[config.mk]
export PLATFORM = sky130hd
export DESIGN_NAME = mdio_mgmt_ctrl
export DESIGN_NICKNAME = d
export VERILOG_FILES = /design/src/rtl/mdio_mgmt_pkg.sv /design/src/rtl/mdio_mdc_gen.sv /design/src/rtl/mdio_frame_seq.sv /design/src/rtl/mdio_mgmt_ctrl.sv
export SDC_FILE = /design/constraint.sdc
export NUM_CORES = 1
export LEC_CHECK = 0
export CORE_ASPECT_RATIO = 1.4
export CORE_MARGIN = 2
export CORE_UTILIZATION = 35
export CTS_CLUSTER_SIZE = 14
export DETAILED_ROUTE_END_ITERATION = 8
export PLACE_DENSITY = 0.54
export SYNTH_ARGS = -nofsm -noshare
export SYNTH_HDL_FRONTEND = slang
export SYNTH_HIERARCHICAL = 1
export SYNTH_SLANG_ARGS = --single-unit
[constraint.sdc]
create_clock -name clk -period 3.46 [get_ports clk]
set_input_delay 0.519 -clock clk [delete_from_list [all_inputs] [get_ports clk]]
set_output_delay 0.519 -clock clk [all_outputs]
set_load 0.01 [all_outputs]
[src/rtl/mdio_mgmt_pkg.sv]
package mdio_mgmt_pkg;
  localparam int FRAME_W     = 32;
  localparam int PRE_LEN     = 32;
  localparam int DATA_W      = 16;
  localparam int DIV_W       = 6;
  localparam int EV_DONE_BIT = 23;

  typedef enum logic [1:0] {
    RA_CMD   = 2'd0,
    RA_SPEED = 2'd1,
    RA_EVENT = 2'd2,
    RA_NONE  = 2'd3
  } reg_addr_e;

  localparam logic [1:0] OPC_READ  = 2'b10;
  localparam logic [1:0] OPC_WRITE = 2'b01;

  function automatic logic is_read(input logic [1:0] opc);
    return opc == OPC_READ;
  endfunction

  // number of serial bits in one transaction
  function automatic int frame_len(input logic no_pre, input int fw, input int pl);
    return no_pre ? fw : fw + pl;
  endfunction

  // speed register readback image
  function automatic logic [31:0] speed_image(input logic [DIV_W-1:0] div, input logic no_pre);
    logic [31:0] w;
    w = '0;
    w[DIV_W:1]   = div;
    w[DIV_W+1]   = no_pre;
    return w;
  endfunction
endpackage

[src/rtl/mdio_mdc_gen.sv]
module mdio_mdc_gen #(
  parameter int DIV_W = 6
) (
  input  logic             clk,
  input  logic             rst_n,
  input  logic             active,
  input  logic [DIV_W-1:0] div,
  output logic             mdc,
  output logic             rise_evt,
  output logic             fall_evt
);
  logic [DIV_W-1:0] cnt_q;
  logic             tick;

  assign tick     = active && (div != '0) && (cnt_q >= div - 1'b1);
  assign rise_evt = tick && !mdc;
  assign fall_evt = tick && mdc;

  always_ff @(posedge clk or negedge rst_n) begin
    if (!rst_n) begin
      cnt_q <= '0;
      mdc   <= 1'b0;
    end else if (!active) begin
      cnt_q <= '0;
      mdc   <= 1'b0;
    end else if (div != '0) begin
      if (tick) begin
        cnt_q <= '0;
        mdc   <= ~mdc;
      end else begin
        cnt_q <= cnt_q + 1'b1;
      end
    end
  end
endmodule

[src/rtl/mdio_frame_seq.sv]
module mdio_frame_seq
  import mdio_mgmt_pkg::*;
#(
  parameter int FW = FRAME_W,
  parameter int PL = PRE_LEN,
  parameter int DW = DATA_W
) (
  input  logic          clk,
  input  logic          rst_n,
  input  logic          start,
  input  logic          no_pre,
  input  logic [FW-1:0] frame_in,
  input  logic          rise_evt,
  input  logic          fall_evt,
  input  logic          mdio_in,
  output logic          busy,
  output logic          done,
  output logic          mdio_out,
  output logic          mdio_oe,
  output logic [DW-1:0] rd_data
);
  localparam int TOT   = FW + PL;
  localparam int IDX_W = $clog2(TOT + 1);
  localparam logic [IDX_W-1:0] TA_I   = IDX_W'(FW - DW - 2);
  localparam logic [IDX_W-1:0] DATA_I = IDX_W'(FW - DW);
  localparam logic [IDX_W-1:0] PL_I   = IDX_W'(PL);

  logic             busy_q, rd_q, nopre_q;
  logic [TOT-1:0]   sh_q;
  logic [IDX_W-1:0] idx_q, last_q;
  logic [DW-1:0]    cap_q;

  logic [IDX_W-1:0] pre_off, fpos;
  logic             in_frame, released, capture;

  assign pre_off  = nopre_q ? '0 : PL_I;
  assign in_frame = idx_q >= pre_off;
  assign fpos     = idx_q - pre_off;
  assign released = rd_q && in_frame && (fpos >= TA_I);
  assign capture  = busy_q && rise_evt && rd_q && in_frame && (fpos >= DATA_I);

  assign busy     = busy_q;
  assign done     = busy_q && fall_evt && (idx_q == last_q);
  assign mdio_out = busy_q && sh_q[TOT-1];
  assign mdio_oe  = busy_q && !released;
  assign rd_data  = cap_q;

  always_ff @(posedge clk or negedge rst_n) begin
    if (!rst_n) begin
      busy_q  <= 1'b0;
      rd_q    <= 1'b0;
      nopre_q <= 1'b0;
      sh_q    <= '0;
      idx_q   <= '0;
      last_q  <= '0;
      cap_q   <= '0;
    end else if (start && !busy_q) begin
      busy_q  <= 1'b1;
      rd_q    <= is_read(frame_in[FW-3:FW-4]);
      nopre_q <= no_pre;
      idx_q   <= '0;
      last_q  <= IDX_W'(frame_len(no_pre, FW, PL) - 1);
      sh_q    <= no_pre ? {frame_in, {PL{1'b1}}} : {{PL{1'b1}}, frame_in};
      cap_q   <= '0;
    end else if (busy_q) begin
      if (capture) cap_q <= {cap_q[DW-2:0], mdio_in};
      if (fall_evt) begin
        if (idx_q == last_q) begin
          busy_q <= 1'b0;
        end else begin
          idx_q <= idx_q + 1'b1;
          sh_q  <= sh_q << 1;
        end
      end
    end
  end
endmodule

[src/rtl/mdio_mgmt_ctrl.sv]
module mdio_mgmt_ctrl
  import mdio_mgmt_pkg::*;
#(
  parameter int CMD_W   = FRAME_W,
  parameter int PRE_W   = PRE_LEN,
  parameter int RD_W    = DATA_W,
  parameter int SPD_W   = DIV_W,
  parameter int EV_BIT  = EV_DONE_BIT
) (
  input  logic        clk,
  input  logic        rst_n,
  input  logic        reg_we,
  input  logic [1:0]  reg_addr,
  input  logic [31:0] reg_wdata,
  output logic [31:0] reg_rdata,
  output logic        mdc,
  input  logic        mdio_in,
  output logic        mdio_out,
  output logic        mdio_oe
);
  logic [CMD_W-1:0] frame_q;
  logic [SPD_W-1:0] div_q;
  logic             nopre_q;
  logic             ev_done;

  logic busy, done, start, rise_evt, fall_evt;
  logic [RD_W-1:0] rd_data;
  logic wr_cmd, wr_spd, wr_ev;

  assign wr_cmd = reg_we && (reg_addr == RA_CMD);
  assign wr_spd = reg_we && (reg_addr == RA_SPEED);
  assign wr_ev  = reg_we && (reg_addr == RA_EVENT);
  assign start  = wr_cmd && !busy;

  mdio_mdc_gen #(.DIV_W(SPD_W)) u_clk (
    .clk(clk), .rst_n(rst_n), .active(busy), .div(div_q),
    .mdc(mdc), .rise_evt(rise_evt), .fall_evt(fall_evt)
  );

  mdio_frame_seq #(.FW(CMD_W), .PL(PRE_W), .DW(RD_W)) u_seq (
    .clk(clk), .rst_n(rst_n), .start(start), .no_pre(nopre_q),
    .frame_in(reg_wdata[CMD_W-1:0]), .rise_evt(rise_evt), .fall_evt(fall_evt),
    .mdio_in(mdio_in), .busy(busy), .done(done),
    .mdio_out(mdio_out), .mdio_oe(mdio_oe), .rd_data(rd_data)
  );

  always_ff @(posedge clk or negedge rst_n) begin
    if (!rst_n) begin
      frame_q <= '0;
      div_q   <= '0;
      nopre_q <= 1'b0;
      ev_done <= 1'b0;
    end else begin
      if (start) begin
        frame_q <= reg_wdata[CMD_W-1:0];
      end else if (done && is_read(frame_q[CMD_W-3:CMD_W-4])) begin
        frame_q[RD_W-1:0] <= rd_data;
      end
      if (wr_spd) begin
        div_q   <= reg_wdata[SPD_W:1];
        nopre_q <= reg_wdata[SPD_W+1];
      end
      ev_done <= done || (ev_done && !(wr_ev && reg_wdata[EV_BIT]));
    end
  end

  always_comb begin
    reg_rdata = '0;
    case (reg_addr)
      RA_CMD:   reg_rdata[CMD_W-1:0] = frame_q;
      RA_SPEED: reg_rdata = speed_image(div_q, nopre_q);
      RA_EVENT: reg_rdata[EV_BIT] = ev_done;
      default:  reg_rdata = '0;
    endcase
  end
endmodule

Yosys cells after proc, flatten, opt, wreduce, memory -nomap -nowiden

Index checks and enable logic that the tools add are counted.

Register bits: 144
Logic and storage cells: 97
Output and inout port bits: 35

Add/subtract/negate cells: 5
Reductions and logical operators: 36
Muxes and demuxes: 29
Bitwise operators: 1
$lt $le $gt $ge: 4
Equality and inequality tests: 8

Operators by type and width:

| operator                                                                             | number |
|---|---|
| 64-bit 2-to-1 mux                                                                    | 5 |
| 16-bit 2-to-1 mux                                                                    | 5 |
| 23-bit one-hot mux with 2 select lines                                               | 1 |
| 7-bit 2-to-1 mux                                                                     | 5 |
| 6-bit 2-to-1 mux                                                                     | 4 |
| 1-bit logical AND                                                                    | 22 |
| 8-bit 2-to-1 mux                                                                     | 1 |
| 2-bit nonzero test                                                                   | 4 |
| 7-bit by 1-bit adder with 7-bit output (second input constant)                       | 1 |
| 7-bit == test                                                                        | 1 |
| 7-bit by 4-bit greater-or-equal comparator with 1-bit output (second input constant) | 1 |
| 7-bit by 5-bit greater-or-equal comparator with 1-bit output (second input constant) | 1 |
| 7-bit greater-or-equal comparator                                                    | 1 |
| 1-bit 2-to-1 mux                                                                     | 7 |
| 7-bit by 2-bit subtractor with 7-bit output (second input constant)                  | 1 |
| 7-bit subtractor                                                                     | 1 |
| 6-bit by 1-bit adder with 6-bit output (second input constant)                       | 1 |
| 2-bit == test (second input constant)                                                | 3 |
| 6-bit greater-or-equal comparator                                                    | 1 |
| 2-bit inequality test (second input constant)                                        | 3 |
| 6-bit nonzero test                                                                   | 1 |
| 6-bit by 1-bit subtractor with 6-bit output (second input constant)                  | 1 |
| 1-bit logical NOT                                                                    | 4 |
| 2-bit AND reduction                                                                  | 2 |
| 6 further kinds                                                                      | 6 |

Depth between registers and ports, before layout

Depth in word-level cells: 11
Mapped depth: 17
Mapped depth without buffers: 14

Modules after synthesis

Netlist, hierarchy kept.

By module, submodules not included:

| module         | sequential area each (sq um) | area each (sq um) | instances | cells an instance |
|---|---|---|---|---|
| mdio_frame_seq | 2302.2                       | 4862.2            | 1         | 500 |
| mdio_mgmt_ctrl | 1001.0                       | 1943.1            | 1         | 221 |
| mdio_mdc_gen   | 175.2                        | 651.9             | 1         | 74 |

Worst setup path after synthesis

No wires, ideal clock.

Path type: reg2reg
Start point: reg div_q[2]
End point: reg frame_q[10]
Stages on the path, launching flop included: 17
Library setup time: 0.073 ns
Data required time: 3.387 ns
Path buffers: 3
Data arrival time: 3.192 ns
Setup slack: 0.195 ns
Period minus slack after synthesis: 3.265 ns
Cell sequence: dfrtp_1 > nor3_2 > nand3_1 > xor2_1 > ha_1 > nand4_1 > o221a_1 > buf_6 > nor2_1 > and3_1 > nand2_1 > nor3_1 > and3b_1 > clkbuf_1 > buf_2 > a21oi_1 > a21oi_2

Cells in the longest elaborated chain, start to end: 8
Elaborated cells between the ends (all ways): 10
Those cells by class: 1 x add/sub; 1 x order compare; 8 x reduce/logical

Ends and longest elaborated chain:

| element                                                                                  | line                 | source |
|---|---|---|
| from (decl)                                                                              | mdio_mgmt_ctrl.sv:22 | `logic [SPD_W-1:0] div_q;` |
| from (signal assigned)                                                                   | mdio_mgmt_ctrl.sv:60 | `div_q <= reg_wdata[SPD_W:1];` |
| 6-bit by 1-bit subtractor with 6-bit output / 6-bit nonzero test (equally long branches) | mdio_mdc_gen.sv:15   | `assign tick = active && (div != '0) && (cnt_q >= div - 1'b1);` |
| 6-bit greater-or-equal comparator / 1-bit logical AND (equally long branches)            | mdio_mdc_gen.sv:15   |  |
| 1-bit logical AND *                                                                      | mdio_mdc_gen.sv:15   |  |
| 1-bit logical AND *                                                                      | mdio_mdc_gen.sv:17   | `assign fall_evt = tick && mdc;` |
| via fall_evt                                                                             | mdio_mgmt_ctrl.sv:26 | `logic busy, done, start, rise_evt, fall_evt;` |
| 1-bit logical AND * (2 in a row)                                                         | mdio_frame_seq.sv:43 | `assign done = busy_q && fall_evt && (idx_q == last_q);` |
| via done                                                                                 | mdio_mgmt_ctrl.sv:26 |  |
| 1-bit logical AND *                                                                      | mdio_mgmt_ctrl.sv:56 | `end else if (done && is_read(frame_q[CMD_W-3:CMD_W-4])) begin` |
| 2-bit nonzero test (no source line) *                                                    | --                   |  |
| to (signal assigned)                                                                     | mdio_mgmt_ctrl.sv:55 | `frame_q <= reg_wdata[CMD_W-1:0];` |
| to (signal, indexed assignment)                                                          | mdio_mgmt_ctrl.sv:57 | `frame_q[RD_W-1:0] <= rd_data;` |
| to (decl)                                                                                | mdio_mgmt_ctrl.sv:21 | `logic [CMD_W-1:0] frame_q;` |

The timed path passes the listed nets; every way through them passes the cells marked *.
A chain may end at the register's enable or synchronous reset.

Worst setup path after layout

Start point: reg div_q[2]
End point: reg u_seq.sh_q[33]

Cells in the longest elaborated chain, start to end: 6
Elaborated cells between the ends (all ways): 8
Those cells by class: 1 x add/sub; 1 x order compare; 6 x reduce/logical

Ends and longest elaborated chain:

| element                                                                                  | line                 | source |
|---|---|---|
| 6-bit by 1-bit subtractor with 6-bit output / 6-bit nonzero test (equally long branches) | mdio_mdc_gen.sv:15   |  |
| 6-bit greater-or-equal comparator / 1-bit logical AND (equally long branches)            | mdio_mdc_gen.sv:15   |  |
| 1-bit logical AND *                                                                      | mdio_mdc_gen.sv:15   |  |
| 1-bit logical AND *                                                                      | mdio_mdc_gen.sv:17   |  |
| via fall_evt                                                                             | mdio_mgmt_ctrl.sv:26 |  |
| 2-bit nonzero test (no source line) *                                                    | --                   |  |
| 3-bit AND reduction (no source line) *                                                   | --                   |  |
| to (signal assigned)                                                                     | mdio_frame_seq.sv:63 | `sh_q <= no_pre ? {frame_in, {PL{1'b1}}} : {{PL{1'b1}}, frame_in};` |
| to (signal assigned)                                                                     | mdio_frame_seq.sv:72 | `sh_q <= sh_q << 1;` |
| to (decl)                                                                                | mdio_frame_seq.sv:29 | `logic [TOT-1:0] sh_q;` |

Marks and branches as above.

==> flow_summary_export.csv <==
group,metric,value,unit
finish,layout_commonest_cell,"dfrtp_1",
timing,fmaxAchievable,0.312,GHz
die,die_w,127,um
drt,routed_wl,19600,um
die,die_y,177,um
global_routing,antenna_found_initial,0,
drt,drc,0,
timing,tightest_slew,0.745,ns
job,cap_violations,0,
synth,synth_nets,846,
finish,syn_to_final_growth,22.6,%
setup_path,required,3.76,ns
die,rows,63,
synth,syn_avg_cell_area,9.38,um2
placement,placedInstanceArea,8460,um2
global_routing,grt_max_degree,76,
placement,portBuffers,72,
finish,drive_gt1_share,16.1,%
placement,dp_hpwl,13300,um
setup_path,worstPathArrival,3.51,ns
synth,synth-compound-area-share,9.50,%
timing,relSlewSlack,50.4,%
power_and_ir_drop,p_leak,4.27,nW
setup_path,crit_path_start_kind,"flop",
clocking,clock-root-buffer,"clkbuf_16",
timing,layout_setup_ws,0.251,ns
synth,muxShareOfSynthArea,14.2,%
timing,tns,0,ns
clocking,clkSinkCount,139,
power_and_ir_drop,cellPowerDensity,768,nW/um2
power_and_ir_drop,total_power,7.02,mW
finish,n_antenna_cell,0,
drt,via_per_inst,5.04,
drt,drt-initial-drc-count,413,
finish,final_cell_mix,"dfrtp_1, nor2_1, nand2_1",
clocking,cts-hold-fix-buffers,0,
global_routing,grt_first_pass_wirelength,32200,um
global_routing,grt_pass1_vias,5799,
drt,vias,5705,
synth,syn_inst,795,
timing,hold_viol,0,
drt,ant_nets,0,
die,io_pins,73,
die,coreArea,21000,um2
clocking,post_cts_buffers,0,
power_and_ir_drop,peakVddDrop,0.000357,V
finish,fin_util,43.4,%
synth,synth-simple-area-share,20.4,%
placement,post-place-ws,0.257,ns
setup_path,rr_startpoint,"div_q[2]$_DFFE_PN0P_",
timing,slew_viol_final,0,
drt,drtPass1Iterations,4,
hold_path,hp-class,"in -> async",
synth,synth_top_family_by_area,"simple AND/OR/NAND/NOR gates",
synth,synth_edf_count,0,
placement,routabilityCongestion,0.770,
clocking,clk_pin_slew,0.06,ns
synth,synth_xor_area_share,0.587,%
clocking,cts-resized-gates,0,
setup_path,critPathMaxFanout,15,
timing,worst_hold_slack,0.131,ns
synth,synthFlopType,"dfrtp_1",
setup_path,end_kind,"flop",
timing,finalCriticalPeriod,3.21,ns
finish,stdcell_count,1132,
clocking,cts_buffers,17,
synth,synthArstFlopShare,100,%
clocking,ctsLongestPathBuffers,2,
synth,yosys.area_share.adder,2.18,%
synth,synth-seq-area-share,46.6,%
setup_path,worstSetupPathType,"reg -> reg",
drt,wl_per_cell,17.3,um
timing,fin_skew,0.00858,ns
finish,nets,910,
clocking,clk_latency,0.42,ns
synth,yosys_warnings,6,
global_routing,grt_usage,18.4,%
die,die-area,22500,um2
clocking,htree_levels,4,
finish,finalInstanceArea,9140,um2
synth,synth.distinct_cells,53,
setup_path,crit_start,"div_q[2]$_DFFE_PN0P_",
synth,synth_seq_cells,139,
timing,setup_viol,0,
die,start_util,35.4,%
clocking,cts_tree,"built",
timing,post-route-period-util,92.7,%
global_routing,grt_overflow,0,
synth,synth_area,7460,um2
placement,dp_cells,1100,
run_status,status,"finished, final reports clean",
## synth_stat cells, types with 9 or more instances
| cell | number | area, um2 |
|---|---|---|
| nor2_1 | 126 | 473 |
| nand3_1 | 9 | 45.0 |
| mux2_2 | 29 | 327 |
| clkbuf_1 | 30 | 113 |
| o21ai_0 | 24 | 120 |
| nor3_1 | 35 | 175 |
| a31oi_1 | 36 | 225 |
| nand2_1 | 119 | 447 |
| inv_1 | 44 | 165 |
| mux2_4 | 40 | 601 |
| and2_1 | 26 | 163 |
| ha_1 | 13 | 163 |
| dfrtp_1 | 139 | 3480 |
| mux2i_1 | 13 | 130 |
| a21oi_1 | 38 | 190 |
## worst max-delay path, cell delays in order, from the launching register on
cell	delay [ns]
dfrtp_1	0.45
nor3_2	0.25
nand3_1	0.12
xor2_1	0.16
ha_1	0.31
a21oi_1	0.17
o221a_1	0.21
nor2_1	0.07
and3_1	0.21
and2_1	0.21
o21ai_4	0.26
buf_4	0.31
mux2_2	0.35
## power by group
group / internal (mW) / switching [mW]
logic: 1.16 / 0.907
registers: 2.34 / 0.512
clock network: 1.39 / 0.707
total: 4.89 / 2.13
## state kept, by name, summed over array words and instances (netlist names)
signal	flops
div_q	6
ev_done	1
frame_q	32
nopre_q	1
u_clk/cnt_q	6
u_clk/mdc	1
u_seq/busy	1
u_seq/idx_q	7
u_seq/last_q	2
u_seq/nopre_q	1
u_seq/rd_data	16
u_seq/rd_q	1
u_seq/sh_q	64
## cells by family (layout without fill, tap and decap cells)
group,count (synthesis),in the layout
flip-flops,139,139
buffers and inverters,97,174
adder cells (fa/ha/maj),13,13
multiplexers,82,82
AND/OR/NAND/NOR,342,342
AO/OA/AOI/OAI,117,117
XOR/XNOR,5,5
## cell type report
type | count | area (um2)
clock buffers | 20 | 457
repair buffers | 97 | 972
flip-flops and latches | 139 | 3480
clock inverters | 12 | 218
multi-input cells | 559 | 3520
fillers | 2043 | 11900
inverters | 45 | 174
well taps | 260 | 325
## metal layers
layer / part of all wire, % / GRT usage, % / vias to the layer above / wire length, um
li1: - / - / 2790 / -
met1: 45 / 23.6 / 2782 / 8840
met2: 50 / 30.6 / 109 / 9710
met3: 3.1 / 3.81 / 24 / 603
met4: 2.2 / 6.46 / 0 / 425
met5: 0 / 0 / - / 0
## worst paths after layout
path	cells after the start	endpoint	slack [ns]
worst min register to register	2	frame_q[18]$_DFFE_PN0P_	0.46
worst min-delay path	1	u_clk/cnt_q[3]$_DFFE_PN0P_	0.13
worst max register to register	12	u_seq/sh_q[33]$_DFFE_PN0P_	0.25
max in group asynchronous	2	frame_q[29]$_DFFE_PN0P_	2.49
min in group clk	2	frame_q[18]$_DFFE_PN0P_	0.46
worst max-delay path	12	u_seq/sh_q[33]$_DFFE_PN0P_	0.25
Power figures use the tool's default switching activity.
